[config.mk]
export PLATFORM = sky130hd
export DESIGN_NAME = uart_tx_chunk_seq
export DESIGN_NICKNAME = d
export VERILOG_FILES = /design/src/rtl/txseq_pkg.sv /design/src/rtl/txseq_chunk_planner.sv /design/src/rtl/txseq_word_unpack.sv /design/src/rtl/uart_tx_chunk_seq.sv
export SDC_FILE = /design/constraint.sdc
export NUM_CORES = 1
export LEC_CHECK = 0
export ABC_AREA = 1
export CORE_MARGIN = 8
export CORE_UTILIZATION = 25
export CTS_CLUSTER_DIAMETER = 150
export DETAILED_ROUTE_END_ITERATION = 10
export DONT_BUFFER_PORTS = 1
export PLACE_DENSITY = 0.42
export SLEW_MARGIN = 20
export SYNTH_ARGS = -nofsm -noshare
export SYNTH_HDL_FRONTEND = slang
export SYNTH_SLANG_ARGS = --single-unit
[constraint.sdc]
create_clock -name clk -period 4.1 [get_ports clk]
set_input_delay 0.205 -clock clk [delete_from_list [all_inputs] [get_ports clk]]
set_output_delay 0.205 -clock clk [all_outputs]
set_load 0.03 [all_outputs]
[src/rtl/txseq_pkg.sv]
// Shared definitions for the transmit chunk sequencer.
// Assumes a 32-bit ring read port, hence four byte lanes per word.
package txseq_pkg;
    localparam int unsigned WORD_BYTES = 4;
    localparam int unsigned LANE_W     = 2;

    typedef enum logic [2:0] {
        ST_IDLE,
        ST_BYTE_WAIT,
        ST_BYTE_PUSH,
        ST_WORD_FETCH,
        ST_WORD_PUSH,
        ST_DRAIN
    } seq_state_t;
endpackage

[src/rtl/txseq_chunk_planner.sv]
// Decides the next chunk from the ring pointers: byte-wise or burst, and
// its length. Purely combinational. Assumes the ring size is a power of
// two and a multiple of the word size, and that the producer keeps at most
// ring size - 1 bytes pending.
module txseq_chunk_planner
    import txseq_pkg::*;
#(
    parameter int ADDR_W     = 6,
    parameter int FIFO_DEPTH = 4,
    parameter int BURST_MIN  = 16,
    localparam int LEN_W     = ADDR_W + 1,
    localparam int RING      = 1 << ADDR_W
) (
    input  logic [ADDR_W-1:0] head,
    input  logic [ADDR_W-1:0] tail,
    output logic              have_data,
    output logic              use_burst,
    output logic [LEN_W-1:0]  chunk_len
);
    logic [ADDR_W-1:0] gap;
    logic [LEN_W-1:0]  pending;
    logic [LEN_W-1:0]  to_end;
    logic [LEN_W-1:0]  span;
    logic [LEN_W-1:0]  lead;
    logic              misaligned;

    // Distances measured from the tail: backlog, room to the ring top, lead-in.
    always_comb begin
        gap        = head - tail;
        pending    = LEN_W'(gap);
        to_end     = LEN_W'(RING) - LEN_W'(tail);
        span       = (pending < to_end) ? pending : to_end;
        misaligned = (tail[LANE_W-1:0] != '0);
        lead       = LEN_W'(WORD_BYTES) - LEN_W'(tail[LANE_W-1:0]);
    end

    // Mode choice; order matters: the short-backlog test comes first.
    always_comb begin
        have_data = (gap != '0);
        use_burst = 1'b0;
        if (pending < LEN_W'(BURST_MIN)) begin
            chunk_len = (pending < LEN_W'(FIFO_DEPTH)) ? pending : LEN_W'(FIFO_DEPTH);
        end else if (misaligned) begin
            chunk_len = lead;
        end else begin
            use_burst = 1'b1;
            chunk_len = span & ~LEN_W'(WORD_BYTES - 1);
        end
    end
endmodule

[src/rtl/txseq_word_unpack.sv]
// Holds one ring word during a burst and presents its bytes lowest lane
// first. Assumes load and advance are never raised together.
module txseq_word_unpack
    import txseq_pkg::*;
(
    input  logic                    clk,
    input  logic                    rst_n,
    input  logic                    load,
    input  logic [8*WORD_BYTES-1:0] word_in,
    input  logic                    advance,
    output logic [7:0]              byte_out,
    output logic                    last_lane
);
    logic [8*WORD_BYTES-1:0] word_q;
    logic [LANE_W-1:0]       lane_q;

    // Capture a fresh word or step to the next lane.
    always_ff @(posedge clk) begin
        if (!rst_n) begin
            word_q <= '0;
            lane_q <= '0;
        end else if (load) begin
            word_q <= word_in;
            lane_q <= '0;
        end else if (advance) begin
            lane_q <= lane_q + 1'b1;
        end
    end

    // Lane select and end-of-word flag.
    always_comb begin
        byte_out  = word_q[8*lane_q +: 8];
        last_lane = (lane_q == LANE_W'(WORD_BYTES - 1));
    end
endmodule

[src/rtl/uart_tx_chunk_seq.sv]
// Transmit chunk sequencer: drains a power-of-two byte ring into a UART
// transmit FIFO as byte-wise chunks or aligned word bursts. Assumes a
// same-cycle ring read port, a fifo_level input that counts bytes already
// pushed, and empty flags that stay low while any byte is still queued.
module uart_tx_chunk_seq
    import txseq_pkg::*;
#(
    parameter int ADDR_W     = 6,
    parameter int FIFO_DEPTH = 4,
    parameter int BURST_MIN  = 16,
    localparam int LVL_W     = $clog2(FIFO_DEPTH + 1)
) (
    input  logic                    clk,
    input  logic                    rst_n,
    input  logic [ADDR_W-1:0]       head_ptr,
    output logic [ADDR_W-1:0]       tail_ptr,
    output logic [ADDR_W-1:0]       rd_addr,
    input  logic [8*WORD_BYTES-1:0] rd_word,
    output logic                    fifo_wr_en,
    output logic [7:0]              fifo_wr_data,
    input  logic [LVL_W-1:0]        fifo_level,
    input  logic                    shift_empty,
    input  logic                    hold_empty,
    input  logic                    flush,
    output logic                    trig_burst,
    output logic                    idle
);
    localparam int LEN_W = ADDR_W + 1;
    localparam int IDX_W = ADDR_W - LANE_W;

    seq_state_t        state;
    logic [ADDR_W-1:0] tail_q;
    logic [IDX_W-1:0]  word_idx;
    logic [LEN_W-1:0]  burst_len;
    logic [LEN_W-1:0]  left;
    logic              trig_q;

    logic              plan_have;
    logic              plan_burst;
    logic [LEN_W-1:0]  plan_len;
    logic              room;
    logic              unpack_load;
    logic              unpack_adv;
    logic [7:0]        unpack_byte;
    logic              unpack_last;
    logic [7:0]        direct_byte;
    logic              drained;

    txseq_chunk_planner #(
        .ADDR_W     (ADDR_W),
        .FIFO_DEPTH (FIFO_DEPTH),
        .BURST_MIN  (BURST_MIN)
    ) u_plan (
        .head      (head_ptr),
        .tail      (tail_q),
        .have_data (plan_have),
        .use_burst (plan_burst),
        .chunk_len (plan_len)
    );

    txseq_word_unpack u_unpack (
        .clk       (clk),
        .rst_n     (rst_n),
        .load      (unpack_load),
        .word_in   (rd_word),
        .advance   (unpack_adv),
        .byte_out  (unpack_byte),
        .last_lane (unpack_last)
    );

    // Handshake conditions seen by the controller.
    always_comb begin
        room        = (int'(fifo_level) + int'(WORD_BYTES)) <= FIFO_DEPTH;
        drained     = shift_empty && hold_empty;
        unpack_load = (state == ST_WORD_FETCH) && room && !flush;
        unpack_adv  = (state == ST_WORD_PUSH) && !flush;
        direct_byte = rd_word[8*tail_q[LANE_W-1:0] +: 8];
    end

    // Ring read address, FIFO write strobe and data, status outputs.
    always_comb begin
        rd_addr      = (state == ST_BYTE_PUSH) ? tail_q : {word_idx, LANE_W'(0)};
        fifo_wr_en   = (state == ST_BYTE_PUSH) || unpack_adv;
        fifo_wr_data = (state == ST_BYTE_PUSH) ? direct_byte : unpack_byte;
        tail_ptr     = tail_q;
        trig_burst   = trig_q;
        idle         = (state == ST_IDLE) && !plan_have;
    end

    // Chunk controller: plan, push, drain, retire.
    always_ff @(posedge clk) begin
        if (!rst_n) begin
            state     <= ST_IDLE;
            tail_q    <= '0;
            word_idx  <= '0;
            burst_len <= '0;
            left      <= '0;
            trig_q    <= 1'b0;
        end else begin
            unique case (state)
                ST_IDLE: begin
                    if (plan_have) begin
                        trig_q <= plan_burst;
                        left   <= plan_len;
                        if (plan_burst) begin
                            burst_len <= plan_len;
                            word_idx  <= tail_q[ADDR_W-1:LANE_W];
                            state     <= ST_WORD_FETCH;
                        end else begin
                            state <= ST_BYTE_WAIT;
                        end
                    end
                end
                ST_BYTE_WAIT: begin
                    if (fifo_level == '0) state <= ST_BYTE_PUSH;
                end
                ST_BYTE_PUSH: begin
                    tail_q <= tail_q + 1'b1;
                    left   <= left - 1'b1;
                    if (left == LEN_W'(1)) state <= ST_IDLE;
                end
                ST_WORD_FETCH: begin
                    if (flush)     state <= ST_IDLE;
                    else if (room) state <= ST_WORD_PUSH;
                end
                ST_WORD_PUSH: begin
                    if (flush) begin
                        state <= ST_IDLE;
                    end else if (unpack_last) begin
                        word_idx <= word_idx + 1'b1;
                        left     <= left - LEN_W'(WORD_BYTES);
                        state    <= (left == LEN_W'(WORD_BYTES)) ? ST_DRAIN : ST_WORD_FETCH;
                    end
                end
                ST_DRAIN: begin
                    if (flush) begin
                        state <= ST_IDLE;
                    end else if (drained) begin
                        tail_q <= tail_q + ADDR_W'(burst_len);
                        state  <= ST_IDLE;
                    end
                end
                default: state <= ST_IDLE;
            endcase
        end
    end
endmodule

After elaboration in Yosys (flattened, before gate mapping)
Cells that the tools add are included.
{"block": "totals", "ff_bits": 61, "output_inout_bits": 23, "inputBits": 46, "elab_cells": 98}
{"block": "op_classes", "order_cmp": 4, "n_shift": 2, "n_reduce_logical": 22, "n_mux": 32, "n_addsub": 10, "bitwise_logic": 1, "n_eq_ne": 19}
{"cell": "indexed part select 32 x 6 -> 8 bit", "n": 2}
{"cell": "2-to-1 mux 7 bit", "n": 6}
{"cell": "2-to-1 mux 3 bit", "n": 10}
{"cell": "2-to-1 mux 6 bit", "n": 4}
{"cell": "case mux 7 bit (3 select lines)", "n": 1}
{"cell": "case mux 3 bit (6 select lines)", "n": 1}
{"cell": "2-to-1 mux 4 bit", "n": 4}
{"cell": "inequality test 2 bit, second input constant", "n": 6}
{"cell": "case mux 6 bit (2 select lines)", "n": 1}
{"cell": "2-to-1 mux 8 bit", "n": 1}
{"cell": "case mux 4 bit (2 select lines)", "n": 1}
{"cell": "equality test 7 x 1 -> 1 bit, second input constant", "n": 1}
{"cell": "equality test 7 x 3 -> 1 bit, second input constant", "n": 1}
{"cell": "< comparator 6 x 7 -> 1 bit", "n": 1}
{"cell": "subtractor 7 x 1 -> 7 bit, second input constant", "n": 1}
{"cell": "subtractor 7 x 3 -> 7 bit, second input constant", "n": 1}
{"cell": "subtractor 7 x 6 -> 7 bit, first input constant", "n": 1}
{"cell": "adder 6 x 1 -> 6 bit, second input constant", "n": 1}
{"cell": "adder 6 bit", "n": 1}
{"cell": "equality test 3 x 2 -> 1 bit, second input constant", "n": 2}
{"cell": "equality test 3 bit, second input constant", "n": 2}
{"cell": "logical NOT 3 bit", "n": 2}
{"cell": "< comparator 6 x 3 -> 1 bit, second input constant", "n": 1}
{"cell": "< comparator 6 x 5 -> 1 bit, second input constant", "n": 1}
{"cell": "26 further kinds", "n": 37}

Longest topological paths before layout
{"block": "logic_depth", "depth_word": 7, "ltp_mapped": 20, "mapped_depth_nobuf": 19}

Modules after synthesis
From an unflattened synthesis, not the netlist that was laid out.
{"block": "unflattened", "hier_cells": 720, "area_unflattened_um2": 4535.6}
{"mod": "uart_tx_chunk_seq", "instances": 1, "area_per_inst_um2": 2292.2, "cells_per_inst": 368}
{"mod": "txseq_word_unpack", "instances": 1, "area_per_inst_um2": 1610.3, "cells_per_inst": 243}
{"mod": "txseq_chunk_planner", "instances": 1, "area_per_inst_um2": 633.1, "cells_per_inst": 109}

Worst setup path before layout
Ideal clock, no wire load.
{"block": "synth_path", "kind": "register to register", "startpoint": "register tail_q[1], in the netlist tail_ptr[1]", "endpoint": "register burst_len[2]", "path_stages_with_launch": 18, "path_slack_ns": 1.007, "setup_ns": 0.115, "arrival_time_ns": 2.977, "path_cell_list": "dfxtp_1 > clkbuf_1 > clkinv_1 > fa_1 > xor2_1 > ha_1 > a21oi_1 > o21ai_0 > a21oi_1 > nand2_1 > inv_1 > nand2_1 > nand3_2 > nand2_1 > nand3_1 > nand2_1 > o21ai_0 > inv_1"}
{"block": "synth_between", "elab_chain_len": 5}
{"item": "from (decl)", "line": "uart_tx_chunk_seq.sv:32", "source": "logic [ADDR_W-1:0] tail_q;"}
{"item": "from (signal assigned)", "line": "uart_tx_chunk_seq.sv:118", "source": "tail_q <= tail_q + 1'b1;"}
{"item": "from (signal assigned)", "line": "uart_tx_chunk_seq.sv:139", "source": "tail_q <= tail_q + ADDR_W'(burst_len);"}
{"item": "subtractor 7 x 6 -> 7 bit or subtractor 6 bit (tied branches)", "line": "txseq_chunk_planner.sv:31, txseq_chunk_planner.sv:29"}
{"item": "< comparator 6 x 7 -> 1 bit", "line": "txseq_chunk_planner.sv:32", "source": "span = (pending < to_end) ? pending : to_end;"}
{"item": "2-to-1 mux 7 bit", "line": "txseq_chunk_planner.sv:32"}
{"item": "2-to-1 mux 7 bit", "line": "txseq_chunk_planner.sv:43", "source": "end else if (misaligned) begin"}
{"item": "2-to-1 mux 7 bit", "line": "txseq_chunk_planner.sv:41", "source": "if (pending < LEN_W'(BURST_MIN)) begin"}
{"item": "to (signal assigned)", "line": "uart_tx_chunk_seq.sv:106", "source": "burst_len <= plan_len;"}
{"item": "to (decl)", "line": "uart_tx_chunk_seq.sv:34", "source": "logic [LEN_W-1:0] burst_len;"}
Several ways; a longest one is shown, not always the timed one.
A chain may end at the register's enable or synchronous reset.

Final worst setup path
{"block": "layout_path", "startpoint": "register tail_q[1], in the netlist tail_ptr[1]", "endpoint": "register left[5]"}
{"block": "layout_between", "elab_chain_len": 7}
{"item": "subtractor 7 x 6 -> 7 bit or subtractor 6 bit (tied branches)", "line": "txseq_chunk_planner.sv:31, txseq_chunk_planner.sv:29"}
{"item": "< comparator 6 x 7 -> 1 bit", "line": "txseq_chunk_planner.sv:32"}
{"item": "2-to-1 mux 7 bit", "line": "txseq_chunk_planner.sv:32"}
{"item": "2-to-1 mux 7 bit", "line": "txseq_chunk_planner.sv:43"}
{"item": "2-to-1 mux 7 bit", "line": "txseq_chunk_planner.sv:41"}
{"item": "2-to-1 mux 7 bit", "line": "uart_tx_chunk_seq.sv:102", "source": "if (plan_have) begin"}
{"item": "case mux 7 bit (3 select lines)", "line": "uart_tx_chunk_seq.sv:100", "source": "unique case (state)"}
{"item": "to (signal assigned)", "line": "uart_tx_chunk_seq.sv:104", "source": "left <= plan_len;"}
{"item": "to (signal assigned)", "line": "uart_tx_chunk_seq.sv:119", "source": "left <= left - 1'b1;"}
{"item": "to (signal assigned)", "line": "uart_tx_chunk_seq.sv:131", "source": "left <= left - LEN_W'(WORD_BYTES);"}
{"item": "to (decl)", "line": "uart_tx_chunk_seq.sv:35", "source": "logic [LEN_W-1:0] left;"}
Several ways; a longest one is shown, not always the timed one. The select of a mux whose other input is x is not followed.

==> results by group <==
Run status
  – Status: completed

Detailed routing
  – DRC Markers: 0
  – WL per Instance: 16.2 µm
  – WL final: 14300 µm
  – Number of vias per cell: 4.76
  – Initial DRC Count: 261
  – Post-DRT Antenna Nets: 0
  – Drt pass-1 iters: 5
  – Via count: 4201

Logic synthesis
  – Synth Cell Area: 0.00411 mm²
  – Cells after Synth: 634
  – Library cells used by synthesis: 40
  – Total number of yosys warnings: 0
  – FF+latch count, synth: 61
  – Register area share after synthesis: 0.297
  – Asr flop ratio synth: 0
  – Number of flops mapped to enable cells by yosys: 0
  – Synthesized area per cell: 6.48 µm²
  – Total nets after synthesis: 704
  – Main flop type after synthesis: dfxtp_1

Global route
  – GRT Total Usage: 0.144
  – Initial antenna violation count: 0
  – Largest net degree at the start of global routing: 35
  – First-pass GRT wire length: 22900 µm
  – Vias in the first global route: 4345
  – GR Overflow Total: 0

Critical path
  – Worst Setup SP: tail_ptr[1]$_SDFFE_PN0P_
  – Worst Setup End Kind: flop
  – Crit path required time: 4.37 ns
  – Critical path data arrival time: 3.38 ns
  – CP startpoint kind: flop
  – WS Path Type: reg2reg
  – Worst r2r src: tail_ptr[1]$_SDFFE_PN0P_
  – Worst r2r path cells: 15
  – Critical Path Fanout Max: 13

STA
  – Tmin final: 3.12 ns
  – Setup tns final: 0 ns
  – Fmax achieved: 321 MHz
  – Rel. slew slack: 0.348
  – Hold_ws: 0.0101 ns
  – RSZ-0062 raised after global routing: no
  – Clock skew: 0.00715 ns
  – Final period util: 0.760
  – Setup WS post-layout: 0.984 ns
  – Max-slew violations: 0
  – Final hold violations: 0
  – Endpoints failing setup: 0
  – Slew @ Worst Pin: 0.967 ns

Worst hold path
  – Hold crit path type: in2reg
  – Hold Path Depth: 2
  – Hold path startpoint: rd_word[28]

Clock tree
  – H-Tree Level Count: 3
  – Post-CTS Setup Bufs: 0
  – Clock-pin slew on the worst setup and hold paths: 0.06 ns
  – Post-cts resize count: 0
  – Clk_lat worst skew: 0.34 ns
  – Clock Sinks: 61
  – CTS Buf Count: 9
  – Clock root cell: clkbuf_16
  – Clock Tree Buf Depth: 2
  – Hold_buf cts: 30
  – CTS tree: yes

Finish
  – Area growth from synthesis to layout: 19.4%
  – Commonest non-fill, non-tap cell in the layout: nor2_1
  – Most frequent cells in the layout: nor2_1, nand2_1, o21ai_0
  – Nets: 728
  – Non-Filler Instances: 883
  – Antenna Cells: 0
  – Share of cells above drive strength 1: 0.0950
  – Finished Cell Area: 0.00491 mm²

Power and ir drop
  – Pwr dens: 722 mW/mm²
  – Worst vdd ir: 0.244 mV
  – LEAKAGE: 2.17 nW

Place
  – DP Worst Slack: 1.04 ns
  – Placed insts: 837
  – I/O Buffers: 0
  – GPL Wtd Cong: 0.864
  – Placed Area: 0.00434 mm²
  – Dpl hpwl: 10100 µm

Die
  – Core area: 0.0163 mm²
  – Row cnt: 47
  – Die Ht: 144 µm
  – Die area: 0.0208 mm²
  – Io pins: 69
  – Starting Density: 0.251
  – Chip Width: 144 µm

Flow run
  – Max cap viols: 0
## state kept, by name, summed over array words and instances (netlist names)
signal / flops
burst_len: 6
left: 7
state: 3
tail_ptr: 6
trig_burst: 1
u_unpack.lane_q: 2
u_unpack.word_q: 32
word_idx: 4
## Yosys cell counts (9+ instances only)
cell / n / area share
ha_1: 22 / 0.067
clkbuf_1: 16 / 0.015
o22ai_1: 18 / 0.027
dfxtp_1: 61 / 0.30
a21oi_1: 37 / 0.045
nand2_1: 100 / 0.091
inv_2: 15 / 0.014
inv_1: 53 / 0.048
nor2_1: 129 / 0.12
nand3_1: 19 / 0.023
o21ai_0: 90 / 0.11
o21ai_1: 9 / 0.011
## cell type report
class,count,area (µm²)
fill,1888,11400
multi-input combinational,482,2540
sequential,61,1220
timing repair buffer,35,338
tap,220,275
inverter,69,259
clock buffer,10,229
clock inverter,6,40.0
## cells by family (layout without fill, tap and decap cells)
| kind of cell | count (synthesis) | after routing | share of synthesized area |
|---|---|---|---|
| flip-flops | 61 | 61 | 0.297 |
| AO/OA/AOI/OAI | 167 | 167 | 0.219 |
| buffers and inverters | 91 | 120 | 0.0846 |
| AND/OR/NAND/NOR | 282 | 282 | 0.302 |
| XOR/XNOR | 9 | 9 | 0.0210 |
| adder cells (fa/ha/maj) | 24 | 24 | 0.0767 |
## metrics by stage
step                total power (W)   util
detailed placement          0.00283  0.265
CTS                         0.00358  0.300
finish                      0.00354  0.300
global route                0.00390  0.300
global placement            0.00282  0.265
floorplan                   0.00236      -
## routing by layer
layer | GRT usage | wire length, µm | up-vias
li1 | - | - | 2142
met1 | 0.175 | 6360 | 1937
met2 | 0.230 | 6620 | 109
met3 | 0.0578 | 1220 | 13
met4 | 0.0394 | 137 | 0
met5 | 0 | 0 | -
## critical path, cell delays in order, from the launching register on
cell and delay (ns):
dfxtp_1 0.33, clkinv_1 0.42, fa_1 0.61, xor2_1 0.26, ha_1 0.29, a21oi_1 0.13, o21ai_0 0.09, a21oi_1 0.12
nand2_1 0.06, inv_1 0.05, nand2_1 0.10, nand3_2 0.12, nor2_1 0.05, nor2_1 0.15, nand3_1 0.11, a21oi_1 0.14
## where the power goes
part           internal [W]  leakage [nW]  switching, W
clock network      0.000406         0.120      0.000293
logic              0.000631          1.56       0.00140
registers          0.000690         0.496      0.000124
## worst paths after layout
check | endpoint | slack (ns)
worst max-delay path | left[5]$_SDFFE_PN0P_ | 0.98
worst min-delay path | u_unpack.word_q[28]$_SDFFE_PN0P_ | 0.01
worst min register to register | burst_len[0]$_SDFFE_PN0P_ | 0.45
worst max register to register | left[5]$_SDFFE_PN0P_ | 0.98
Power figures use the tool's default switching activity.
